File: config.mk
export PLATFORM = sky130hd
export DESIGN_NAME = frac_tick_gen
export DESIGN_NICKNAME = d
export VERILOG_FILES = /design/src/rtl/frac_tick_pkg.sv /design/src/rtl/ftg_period_counter.sv /design/src/rtl/ftg_frac_accum.sv /design/src/rtl/ftg_strobe_out.sv /design/src/rtl/frac_tick_gen.sv
export SDC_FILE = /design/constraint.sdc
export NUM_CORES = 1
export LEC_CHECK = 0
export ABC_AREA = 1
export BUFFER_PORTS_ARGS = -buffer_cell sky130_fd_sc_hd__buf_2
export CAP_MARGIN = 10
export CORE_UTILIZATION = 59
export CTS_CLUSTER_SIZE = 24
export DETAILED_ROUTE_END_ITERATION = 6
export PLACE_DENSITY = 0.76
export SLEW_MARGIN = 20
export SYNTH_ARGS = -nofsm -noshare
export SYNTH_HDL_FRONTEND = slang
export SYNTH_SLANG_ARGS = --single-unit
File: constraint.sdc
create_clock -name clk -period 2.47 [get_ports clk]
set_input_delay 0.247 -clock clk [delete_from_list [all_inputs] [get_ports clk]]
set_output_delay 0.247 -clock clk [all_outputs]
set_load 0.02 [all_outputs]
File: src/rtl/frac_tick_pkg.sv
package frac_tick_pkg;
  // Default rate relationship: sample period, accumulator step and modulus
  localparam int unsigned DEF_SAMPLE_DIV = 768;
  localparam int unsigned DEF_FRAC_STEP  = 21;
  localparam int unsigned DEF_FRAC_MOD   = 171;
  localparam int unsigned DEF_EXTRA_GAP  = 384;
  localparam int unsigned DEF_ACC_W      = 8;
  localparam int unsigned DEF_TCOUNT_W   = 16;

  typedef struct packed {
    logic boundary;    // last enabled clock of a sample period
    logic extra_slot;  // enabled clock where an owed tick may be issued
  } slot_evt_t;
endpackage

File: src/rtl/ftg_period_counter.sv
module ftg_period_counter
  import frac_tick_pkg::*;
#(
  parameter int unsigned SAMPLE_DIV = DEF_SAMPLE_DIV,
  parameter int unsigned EXTRA_GAP  = DEF_EXTRA_GAP,
  localparam int unsigned CNT_W     = $clog2(SAMPLE_DIV)
) (
  input  logic             clk,
  input  logic             rst,
  input  logic             en,
  output logic [CNT_W-1:0] phase,
  output slot_evt_t        evt
);
  localparam logic [CNT_W-1:0] LAST_PH  = CNT_W'(SAMPLE_DIV - 1);
  localparam logic [CNT_W-1:0] EXTRA_PH = CNT_W'(EXTRA_GAP - 1);

  always_ff @(posedge clk) begin
    if (rst) begin
      phase <= '0;
    end else if (en) begin
      if (phase == LAST_PH) phase <= '0;
      else                  phase <= phase + 1'b1;
    end
  end

  always_comb begin
    evt.boundary   = en && (phase == LAST_PH);
    evt.extra_slot = en && (phase == EXTRA_PH);
  end

  AST_PHASE_IN_RANGE: assert property (@(posedge clk) disable iff (rst)
    phase <= LAST_PH);
  AST_PHASE_FROZEN: assert property (@(posedge clk) disable iff (rst)
    !en |=> $stable(phase));
endmodule

File: src/rtl/ftg_frac_accum.sv
module ftg_frac_accum
  import frac_tick_pkg::*;
#(
  parameter int unsigned FRAC_STEP = DEF_FRAC_STEP,
  parameter int unsigned FRAC_MOD  = DEF_FRAC_MOD,
  parameter int unsigned ACC_W     = DEF_ACC_W,
  localparam int unsigned SUM_W    = ACC_W + 1
) (
  input  logic             clk,
  input  logic             rst,
  input  logic             boundary,
  input  logic             take,
  output logic [ACC_W-1:0] acc,
  output logic             owed
);
  logic [SUM_W-1:0] sum;
  logic             wrap;

  always_comb begin
    sum  = {1'b0, acc} + SUM_W'(FRAC_STEP);
    wrap = (sum >= SUM_W'(FRAC_MOD));
  end

  always_ff @(posedge clk) begin
    if (rst) begin
      acc  <= '0;
      owed <= 1'b0;
    end else if (boundary) begin
      acc  <= wrap ? ACC_W'(sum - SUM_W'(FRAC_MOD)) : ACC_W'(sum);
      owed <= wrap;
    end else if (take) begin
      owed <= 1'b0;
    end
  end

  AST_ACC_BELOW_MOD: assert property (@(posedge clk) disable iff (rst)
    acc < ACC_W'(FRAC_MOD));
  AST_OWED_FROM_BOUNDARY: assert property (@(posedge clk) disable iff (rst)
    $rose(owed) |-> $past(boundary));
endmodule

File: src/rtl/ftg_strobe_out.sv
module ftg_strobe_out
  import frac_tick_pkg::*;
#(
  parameter int unsigned TCOUNT_W = DEF_TCOUNT_W
) (
  input  logic                clk,
  input  logic                rst,
  input  logic                boundary,
  input  logic                take,
  output logic                sample_stb,
  output logic                tick_stb,
  output logic [TCOUNT_W-1:0] tick_count
);
  logic tick_next;
  assign tick_next = boundary | take;

  always_ff @(posedge clk) begin
    if (rst) begin
      sample_stb <= 1'b0;
      tick_stb   <= 1'b0;
      tick_count <= '0;
    end else begin
      sample_stb <= boundary;
      tick_stb   <= tick_next;
      if (tick_next) tick_count <= tick_count + 1'b1;
    end
  end

  AST_COUNT_STEPS: assert property (@(posedge clk) disable iff (rst)
    tick_stb |-> tick_count == $past(tick_count) + 1'b1);
  AST_COUNT_HOLDS: assert property (@(posedge clk) disable iff (rst)
    !tick_stb |-> $stable(tick_count));
endmodule

File: src/rtl/frac_tick_gen.sv
module frac_tick_gen
  import frac_tick_pkg::*;
#(
  parameter int unsigned SAMPLE_DIV = DEF_SAMPLE_DIV,
  parameter int unsigned FRAC_STEP  = DEF_FRAC_STEP,
  parameter int unsigned FRAC_MOD   = DEF_FRAC_MOD,
  parameter int unsigned EXTRA_GAP  = DEF_EXTRA_GAP,
  parameter int unsigned ACC_W      = DEF_ACC_W,
  parameter int unsigned TCOUNT_W   = DEF_TCOUNT_W,
  localparam int unsigned CNT_W     = $clog2(SAMPLE_DIV)
) (
  input  logic                clk,
  input  logic                rst,
  input  logic                en,
  output logic                sample_stb,
  output logic                tick_stb,
  output logic [TCOUNT_W-1:0] tick_count
);
  logic [CNT_W-1:0] phase;
  slot_evt_t        evt;
  logic [ACC_W-1:0] acc;
  logic             owed;
  logic             take;

  ftg_period_counter #(
    .SAMPLE_DIV(SAMPLE_DIV),
    .EXTRA_GAP (EXTRA_GAP)
  ) u_period (
    .clk  (clk),
    .rst  (rst),
    .en   (en),
    .phase(phase),
    .evt  (evt)
  );

  assign take = evt.extra_slot & owed;

  ftg_frac_accum #(
    .FRAC_STEP(FRAC_STEP),
    .FRAC_MOD (FRAC_MOD),
    .ACC_W    (ACC_W)
  ) u_accum (
    .clk     (clk),
    .rst     (rst),
    .boundary(evt.boundary),
    .take    (take),
    .acc     (acc),
    .owed    (owed)
  );

  ftg_strobe_out #(
    .TCOUNT_W(TCOUNT_W)
  ) u_out (
    .clk       (clk),
    .rst       (rst),
    .boundary  (evt.boundary),
    .take      (take),
    .sample_stb(sample_stb),
    .tick_stb  (tick_stb),
    .tick_count(tick_count)
  );

  AST_SAMPLE_HAS_TICK: assert property (@(posedge clk) disable iff (rst)
    sample_stb |-> tick_stb);
  AST_SAMPLE_ONE_CYCLE: assert property (@(posedge clk) disable iff (rst)
    sample_stb |=> !sample_stb);
  AST_STATE_FROZEN: assert property (@(posedge clk) disable iff (rst)
    !en |=> $stable(acc) && $stable(owed));
  AST_QUIET_WHEN_OFF: assert property (@(posedge clk) disable iff (rst)
    !en |=> !sample_stb && !tick_stb);
endmodule

==> impl_metrics.toml, run 1 <==
[run_status]
result_of_the_run = "completed"

[yosys]
synth.avg_cell_area_sq_um = 6.87
yosys_register_bits = 37
synth.area.top_cells = "dfxtp_1 (34%), nand2_1 (15%), inv_1 (6.4%)"
syn-num-nets = 325
yosysWarnings = 0
synthCells = 318
synth.most_common_cell = "nand2_1"
yosysTopAreaCell = "dfxtp_1"
synth_seq_area_share = 0.339
synth_edf_count = 0
syn-cell-area_sq_mm = 0.00219
yosys.area.top_type_share = 0.339
synth.top_cells.by_count = "nand2_1 (89), dfxtp_1 (37), inv_1 (37)"
async_flop_share = 0
synthDistinctLibCells = 34
synth-main-ff-cell = "dfxtp_1"

[layout]
finalNetCount = 350
antenna_cells_inserted = 0
area.sequential_sq_um = 741
fillers = 310
multi_input_comb_area_sq_mm = 0.00127
syn2layout_area_growth_pct = 13.0
design_area_sq_mm = 0.00247
fraction_of_layout_instances_using_a_drive_strength_above_1 = 0.174
fin_util = 0.718

[timing]
post-route-period-util = 0.782
worstMarginPinSlew_ns = 0.325
grt_setup_unrepaired = "no"
fin_tns_setup_ns = 0
fin_worst_hold_slack_ns = 0.318
max_freq_mhz = 518
hold_viol_final = 0
setup-violations-final = 0
final_max_slew_viol_count = 0
timing.max_slew.rel_slack = 0.781
final_skew_ns = 0.0128
finalWorstPathRequiredPeriod_ns = 1.93

[critical_path]
critical_path.max_fanout = 8
worst_setup_path_end_kind = "flip-flop"
critical_path_class = "flip-flop to flip-flop"
cp-start-kind = "flip-flop"
crit_required_ns = 2.66
cp.arrival_ns = 2.12

[power]
cellLeakagePower_uw = 0.00108
switching_power_uw = 251
switching_share = 0.199
worst_ir_drop_vdd_mv = 0.405
power.internal_uw = 1010
p_per_area_mw_per_mm2 = 510
power.combinational.fraction = 0.022
portion_of_total_power_attributed_to_sequential_cells = 0.478
power.share.clock = 0.500

[detailed_routing]
initialDrtViolationCount = 145
vias_per_cell = 5.30
drc_errors = 0
overall_via_count_from_detail_route = 2067
detailedRoute.firstPassIterationCount = 4
route.detailed.wl_per_inst_um = 11.7
wirelength_um = 4570
detail-route-antenna-nets = 0

[grt]
global_route_wire_length_before_repair_um = 8360
pin_count_of_the_biggest_net_entering_global_routing = 19
first_global_vias = 1914
initial_antenna_violation_count = 0
grt_util_all_layers = 0.262
grt_overflow = 0

[clocking]
path_clk_slew_ns = 0.08
clock_sink_count = 37
clock_tree.htree_level_count = 2
clockBufferDepth = 2
cts_tree = "yes"
postCtsSetupRepairBufs = 0
hold_buffers = 0
numCtsBuffers = 5
post_cts.resized_instances = 0
insertion_delay_ns = 0.30
cts-root-buf = "clkbuf_8"

[min_path]
worstHoldPathType = "primary input to flip-flop"

[floorplan]
die_height_um = 62.9
initial_core_util = 0.635
floorplan.die.width_um = 62.9
floorplan.die_area_sq_mm = 0.00395
core_sq_mm = 0.00344
num_rows = 21
io-pin-count = 21

[place]
placement.cell_area_sq_mm = 0.00234
detailedPlacementHpwl_um = 3360
finalWeightedCongestion = 0.855
place.port_buffers = 20

[run]
cap_violations = 0
==> critical path: stages (launching register included) <==
cell	delay [ns]
dfxtp_1	0.39
inv_1	0.11
ha_1	0.32
inv_1	0.06
nand2_1	0.07
nand3_1	0.09
nand3_1	0.12
nand2_2	0.07
nand2_2	0.08
nand3_2	0.09
nand2_4	0.11
nand2_4	0.09
nor3_1	0.16
nor2_1	0.07
==> routing by layer <==
metal	routed length, um	global-route usage	part of all wire
met5	0	0	0
met4	53	0.0872	0.012
met3	174	0.0657	0.038
met2	1990	0.391	0.44
met1	2350	0.365	0.51
==> state kept, by name (all words and copies together) (netlist names) <==
name / flops
u_accum.owed: 1
u_out.tick_stb: 1
u_out.sample_stb: 1
u_period.phase: 10
u_out.tick_count: 16
u_accum.acc: 8
==> path summary, 6_finish.rpt <==
check	startpoint	to	slack [ns]	depth (start not counted)
worst max-delay path	u_accum.acc[0]	u_accum.acc[0]	0.54	13
worst min-delay path	rst	u_out.tick_count[5]	0.32	4
worst max register to register	u_accum.acc[0]	u_accum.acc[0]	0.54	13
worst min register to register	u_accum.acc[7]	u_accum.acc[7]	0.49	2
==> power by group through the flow <==
| stage | Combinational, uW | Sequential, uW | Clock, uW |
|---|---|---|---|
| 6_report | 28.1 | 602 | 630 |
| 5_1_grt | 32.4 | 602 | 671 |
| 2_1_floorplan | 21.1 | 615 | 0 |
| 3_5_place_dp | 28.5 | 616 | 0 |
| 3_3_place_gp | 27.9 | 615 | 0 |
| 4_1_cts | 28.5 | 602 | 637 |
==> kinds of logic after synthesis <==
group	Yosys count	synth area share
fa+ha+maj	4	0.0229
simple gates	190	0.430
compound gates	28	0.0704
xor+xnor	15	0.0601
buf+inv	44	0.0778
flops	37	0.339
==> layout make-up <==
type,instances,area share
Clock buffer,5,0.0279
Clock inverter,3,0.0263
Inverter,41,0.0628
Multi-Input combinational cell,237,0.516
Sequential cell,37,0.300
Tap cell,46,0.0233
Timing Repair Buffer,21,0.0436
==> per-stage QoR <==
step | total power [uW] | std cells | setup slack, ns
global placement | 643 | 382 | 0.608
floorplan | 636 | 318 | 0.744
detailed placement | 644 | 382 | 0.577
finish | 1260 | 390 | 0.539
global route | 1310 | 390 | 0.332
CTS | 1270 | 390 | 0.546
==> cell usage in the layout (no fill, tap or decap), drive strengths merged <==
cell and n:
nand2 103, inv 40, dfxtp 37, nor2 31, buf 21, a21oi 19, nand3 19, nor3 18
xor2 10, nand4 8, o21ai 6, xnor2 5, clkbuf 5, nor4 5, nand3b 4, ha 4
nor3b 2, clkinv 2, bufinv 2, o211ai 1, a31oi 1, o21a 1
Note: power is estimated with default switching activity, not from simulation.
==> run 2: changes to the inputs <==
--- a/config.mk
+++ b/config.mk
@@ -8,10 +8,10 @@
 export ABC_AREA = 1
 export BUFFER_PORTS_ARGS = -buffer_cell sky130_fd_sc_hd__buf_2
 export CAP_MARGIN = 10
-export CORE_UTILIZATION = 59
+export CORE_UTILIZATION = 53
 export CTS_CLUSTER_SIZE = 24
 export DETAILED_ROUTE_END_ITERATION = 6
-export PLACE_DENSITY = 0.76
+export PLACE_DENSITY = 0.72
 export SLEW_MARGIN = 20
 export SYNTH_ARGS = -nofsm -noshare
 export SYNTH_HDL_FRONTEND = slang
==> constraint.sdc (replaced) <==
create_clock -name clk -period 1.7 [get_ports clk]
set_input_delay 0.17 -clock clk [delete_from_list [all_inputs] [get_ports clk]]
set_output_delay 0.17 -clock clk [all_outputs]
set_load 0.02 [all_outputs]
==> run 2 against run 1 <==
Compared with the run above: the run now ends with setup timing left; design area grew 20%; utilization grew 6.2 points; final cell count grew 9.2%; via count grew 11%; clock-buffer cell count grew 2; clock power grew 28%; first-iteration DRC count grew 4.8%; sequential power grew 45%; highest routed layer unchanged; wire length grew 30%; critical path depth shrank 1; setup slack lost 0.61 ns.
==> impl_metrics.toml, run 2 (same netlist as run 1, synthesis figures left out) <==
[floorplan]
io-pin-count = 21
floorplan.die_area_sq_mm = 0.00439
num_rows = 22
core_sq_mm = 0.00380
die_height_um = 66.2
floorplan.die.width_um = 66.2
initial_core_util = 0.575

[grt]
grt_util_all_layers = 0.264
pin_count_of_the_biggest_net_entering_global_routing = 14
global_route_wire_length_before_repair_um = 8870
first_global_vias = 2001
grt_overflow = 0
initial_antenna_violation_count = 0

[clocking]
clock_sink_count = 37
hold_buffers = 0
cts_tree = "yes"
clockBufferDepth = 2
cts-root-buf = "clkbuf_8"
numCtsBuffers = 5
path_clk_slew_ns = 0.08
clock_tree.htree_level_count = 2
insertion_delay_ns = 0.29

[power]
cellLeakagePower_uw = 0.00131
p_per_area_mw_per_mm2 = 587
worst_ir_drop_vdd_mv = 0.447
totalPowerFinal_uw = 1740

[timing]
post-route-period-util = 1.04
max_freq_mhz = 565
setup-violations-final = 9
grt_setup_unrepaired = "yes"
setup_slack_ns = -0.0694
finalWorstPathRequiredPeriod_ns = 1.77
fin_worst_hold_slack_ns = 0.229
worstMarginPinSlew_ns = 0.460
timing.max_slew.rel_slack = 0.692
hold_viol_final = 0
fin_tns_setup_ns = -0.257
final_max_slew_viol_count = 0
final_skew_ns = 0.00994

[layout]
layout_common_cells = "nand2_1 (78), dfxtp_1 (32), inv_1 (31), buf_4 (31), nor2_1 (27)"
design_area_sq_mm = 0.00296
fin_util = 0.780
largest_register_ff_count = 16
fraction_of_layout_instances_using_a_drive_strength_above_1 = 0.354
layout.cells.most_common = "nand2_1"
biggestRegsByFlops = "u_out.tick_count (16), u_period.phase (10), u_accum.acc (8)"
finalNetCount = 384
antenna_cells_inserted = 0
registers.top_by_ff_count = "u_out.tick_count"
syn2layout_area_growth_pct = 35.5

[min_path]
hold-path-cell-count = 2
worstHoldPathType = "primary input to flip-flop"
worstHoldEndpoint = "u_period.phase[4]"
hold_start = "rst"

[run_status]
failing_checks = "setup timing"
result_of_the_run = "finished with violations"

[critical_path]
crit_required_ns = 1.89
timing.rr.end = "u_out.tick_count[6]"
rrSetupSlack_ns = -0.07
worst_setup_path_end_kind = "flip-flop"
cp.arrival_ns = 1.96
critical_path_class = "flip-flop to flip-flop"
regToRegStartpoint = "u_period.phase[1]"
r2r.worst_path.cells = 12
cp-start-kind = "flip-flop"
critical_path.max_fanout = 4

[place]
finalWeightedCongestion = 0.871
detailedPlacementHpwl_um = 3670
place.port_buffers = 20
placement.cell_area_sq_mm = 0.00251

[detailed_routing]
detailedRoute.firstPassIterationCount = 4
vias_per_cell = 5.38
wirelength_um = 5940
route.detailed.wl_per_inst_um = 13.9
detail-route-antenna-nets = 0
initialDrtViolationCount = 152
overall_via_count_from_detail_route = 2294
drc_errors = 0

[run]
cap_violations = 0
[run 2: changes by cell type in the layout (fill, tap and decap cells not counted), moves of 4 or more]
| cell | delta |
|---|---|
| o21ai_0 | -5 |
| buf_4 | +30 |
| nand2_2 | +5 |
| inv_1 | -6 |
| inv_2 | +4 |
| nand2_4 | +5 |
| nand2_1 | -11 |
| buf_6 | +4 |
| dfxtp_1 | -5 |
[run 2: worst max-delay path by stage]
stage                     cells past startpoint  slack [ns]               from                   to
after floorplan                              15        0.02     u_accum.acc[0]       u_accum.acc[6]
after global placement                       15       -0.08     u_accum.acc[0]       u_accum.acc[5]
after detailed placement                     15       -0.10     u_accum.acc[0]       u_accum.acc[4]
after CTS                                    15       0.001     u_accum.acc[0]       u_accum.acc[4]
after global routing                         12       -0.18  u_period.phase[1]  u_out.tick_count[6]
final                                        12       -0.07  u_period.phase[1]  u_out.tick_count[6]
[run 2: final cells by class]
cell class	count	area, sq um
fillers	253	836
well taps	48	60.1
multi-input cells	237	1490
repair buffers	55	378
clock buffers	7	86.3
flip-flops and latches	37	752
clock inverters	1	30.0
inverters	41	164
[run 2: through the flow]
step | setup WS (ns) | instances
4_1_cts | 0.00123 | 423
3_5_place_dp | -0.104 | 407
6_report | -0.0694 | 426
5_1_grt | -0.178 | 426
3_3_place_gp | -0.0812 | 407
2_1_floorplan | 0.0190 | 318
[run 2: repair_timing]
item                                    in CTS  in global routing
resized for setup                           21                 48
buffers inserted                             8                  3
gates cloned                                 0                  0
pin swaps                                   14                 15
endpoints found under the setup margin      13                 28
[run 2: layer usage]
metal	routed length, um	up-vias	GRT usage
met5	0	-	0
met1	2740	1086	0.341
met3	196	9	0.0517
met4	76	0	0.0638
met2	2920	56	0.448
li1	-	1143	-
[run 2: power by group]
group	internal, uW	total [uW]	switching [uW]	leakage (uW)
Sequential	868	873	5.05	0.000301
Combinational	22.1	60.2	38.1	0.000950
Clock	479	807	328	0.0000585
[run 2: critical path, stage by stage (launching register included)]
cell and delay [ns]:
dfxtp_2 0.35, ha_4 0.15, nand3_4 0.09, nor2_4 0.14
nand2_4 0.08, nor2_4 0.17, nand4_4 0.17, nand2_4 0.17
nand3_4 0.11, inv_4 0.09, nand2_2 0.05, nand2_2 0.06
a21oi_2 0.03
==> run 3: changes to the inputs <==
--- a/config.mk
+++ b/config.mk
@@ -12,6 +12,7 @@
 export CTS_CLUSTER_SIZE = 24
 export DETAILED_ROUTE_END_ITERATION = 6
 export PLACE_DENSITY = 0.72
+export SETUP_SLACK_MARGIN = 0.05
 export SLEW_MARGIN = 20
 export SYNTH_ARGS = -nofsm -noshare
 export SYNTH_HDL_FRONTEND = slang
==> run 3 against run 2 <==
Compared with the run above: the run still ends with setup timing left; utilization is 0.36 points lower; clock-buffer cell count unchanged; sequential power hardly changed; sequential share of layout area rose by 0.076 points; combinational power is 2% lower; critical endpoint is now u_accum.acc[0]; largest power group unchanged; highest routed layer unchanged.
==> impl_metrics.toml, run 3 (same netlist as run 1, synthesis figures left out) <==
[timing]
final_max_slew_viol_count = 0
final_skew_ns = 0.00542
post-route-period-util = 1.07
worstMarginPinSlew_ns = 0.423
timing.max_slew.rel_slack = 0.717
setup_slack_ns = -0.121
hold_viol_final = 0
max_freq_mhz = 549
grt_setup_unrepaired = "yes"
setup-violations-final = 8
fin_tns_setup_ns = -0.726
finalWorstPathRequiredPeriod_ns = 1.82

[power]
p_per_area_mw_per_mm2 = 551
worst_ir_drop_vdd_mv = 0.527
cellLeakagePower_uw = 0.00137

[grt]
pin_count_of_the_biggest_net_entering_global_routing = 19
initial_antenna_violation_count = 0
first_global_vias = 1957
grt_util_all_layers = 0.252
global_route_wire_length_before_repair_um = 8500
grt_overflow = 0

[run_status]
result_of_the_run = "finished with violations"
failing_checks = "setup timing"

[critical_path]
slowest_delay_ns = 0.39
cp-start-kind = "flip-flop"
worst_path_dominant_cell_family = "simple AND/OR/NAND/NOR gates"
worst_setup_path_end_kind = "flip-flop"
crit_required_ns = 1.88
path_common_cell = "nand2_2"
cp.arrival_ns = 2.00
critical_path.n_buffers_inverters = 2
critical_path.max_fanout = 8
critical_path_class = "flip-flop to flip-flop"
timing.critical_path.slowest_stage_cell = "dfxtp_4"
list_of_cells_traversed_by_the_critical_path = "inv_4, ha_4, inv_2, nand2_2, nand3_4, nand3_4, nand2_2, nand2_2, nand3_2, nand2_4, nand2_8, nor3_1, nor2_1"

[detailed_routing]
vias_per_cell = 5.25
detail-route-antenna-nets = 0
wirelength_um = 5520
detailedRoute.firstPassIterationCount = 4
overall_via_count_from_detail_route = 2210
route.detailed.wl_per_inst_um = 13.1
drc_errors = 0
initialDrtViolationCount = 144

[clocking]
insertion_delay_ns = 0.29
clockBufferDepth = 2
clock_tree.htree_level_count = 2
hold_buffers = 0
cts_tree = "yes"
clock_sink_count = 37
path_clk_slew_ns = 0.08
cts-root-buf = "clkbuf_8"
numCtsBuffers = 5

[floorplan]
initial_core_util = 0.575
die_height_um = 66.2
io-pin-count = 21
num_rows = 22
core_sq_mm = 0.00380
floorplan.die.width_um = 66.2
floorplan.die_area_sq_mm = 0.00439

[layout]
layout_common_cells = "nand2_1 (74), inv_1 (33), dfxtp_1 (33)"
registers.top_by_ff_count = "u_out.tick_count"
finalNetCount = 379
largest_register_ff_count = 16
biggestRegsByFlops = "u_out.tick_count (16), u_period.phase (10), u_accum.acc (8)"
layout.cells.most_common = "nand2_1"
design_area_sq_mm = 0.00295
antenna_cells_inserted = 0
stdcell_count = 421
fraction_of_layout_instances_using_a_drive_strength_above_1 = 0.357
syn2layout_area_growth_pct = 34.9

[place]
detailedPlacementHpwl_um = 3500
pre_cts_ws_ns = -0.0456
dpl.cell_count = 403
placement.cell_area_sq_mm = 0.00250
finalWeightedCongestion = 0.921
place.port_buffers = 20

[min_path]
worstHoldPathType = "primary input to flip-flop"

[run]
cap_violations = 0
[run 3: cell types whose count changed in the layout (fill, tap and decap cells not counted), sizes merged]
cell	before	now
bufinv	1	0
clkinv	0	1
buf	55	50
[run 3: per-layer routing]
layer  up-vias  part of all wire  global-route usage
met5         -                 0                   0
met4         0             0.017              0.0585
met3        14             0.047              0.0569
met2        67              0.47               0.407
met1       996              0.47               0.339
li1       1133                 -                   -
[run 3: area by class of cell]
class                   instances  area, sq um
multi-input cells             237         1540
fillers                       274          850
flip-flops and latches         37          751
repair buffers                 50          333
inverters                      41          161
clock buffers                   7         96.3
well taps                      48         60.1
clock inverters                 1         5.00
[run 3: worst reg2reg max path: stages (launching register included)]
cell and delay [ns]:
dfxtp_4 0.39, inv_4 0.05, ha_4 0.26, inv_2 0.04, nand2_2 0.09, nand3_4 0.09, nand3_4 0.08, nand2_2 0.08
nand2_2 0.08, nand3_2 0.09, nand2_4 0.13, nand2_8 0.09, nor3_1 0.17, nor2_1 0.08
[run 3: per-stage QoR]
| step | utilization | hold slack [ns] | total power [uW] |
|---|---|---|---|
| after CTS | 0.722 | 0.244 | 1620 |
| after detailed placement | 0.658 | 0.475 | 944 |
| after global placement | 0.658 | 0.476 | 943 |
| after global routing | 0.776 | 0.324 | 1680 |
| final | 0.776 | 0.296 | 1620 |
| after floorplan | - | 0.444 | 925 |
[run 3: where the power goes]
group / switching [uW] / total [uW] / internal (uW)
combinational: 37.0 / 59.1 / 22.0
clock: 324 / 691 / 367
sequential: 5.20 / 873 / 868
total: 367 / 1620 / 1260
[run 3: worst paths after layout]
| kind | from | end | cells after the start | slack (ns) |
|---|---|---|---|---|
| hold reg to reg | u_accum.acc[7] | u_accum.acc[7] | 2 | 0.48 |
| setup reg to reg | u_accum.acc[0] | u_accum.acc[0] | 13 | -0.12 |
| setup / recovery | u_accum.acc[0] | u_accum.acc[0] | 13 | -0.12 |
| hold / removal | en | u_period.phase[1] | 3 | 0.30 |
[run 3: what timing repair did]
action | CTS | global route
setup buffers | 5 | 5
endpoints found under the setup margin | 20 | 32
resized for setup | 25 | 45
pin swaps | 17 | 29
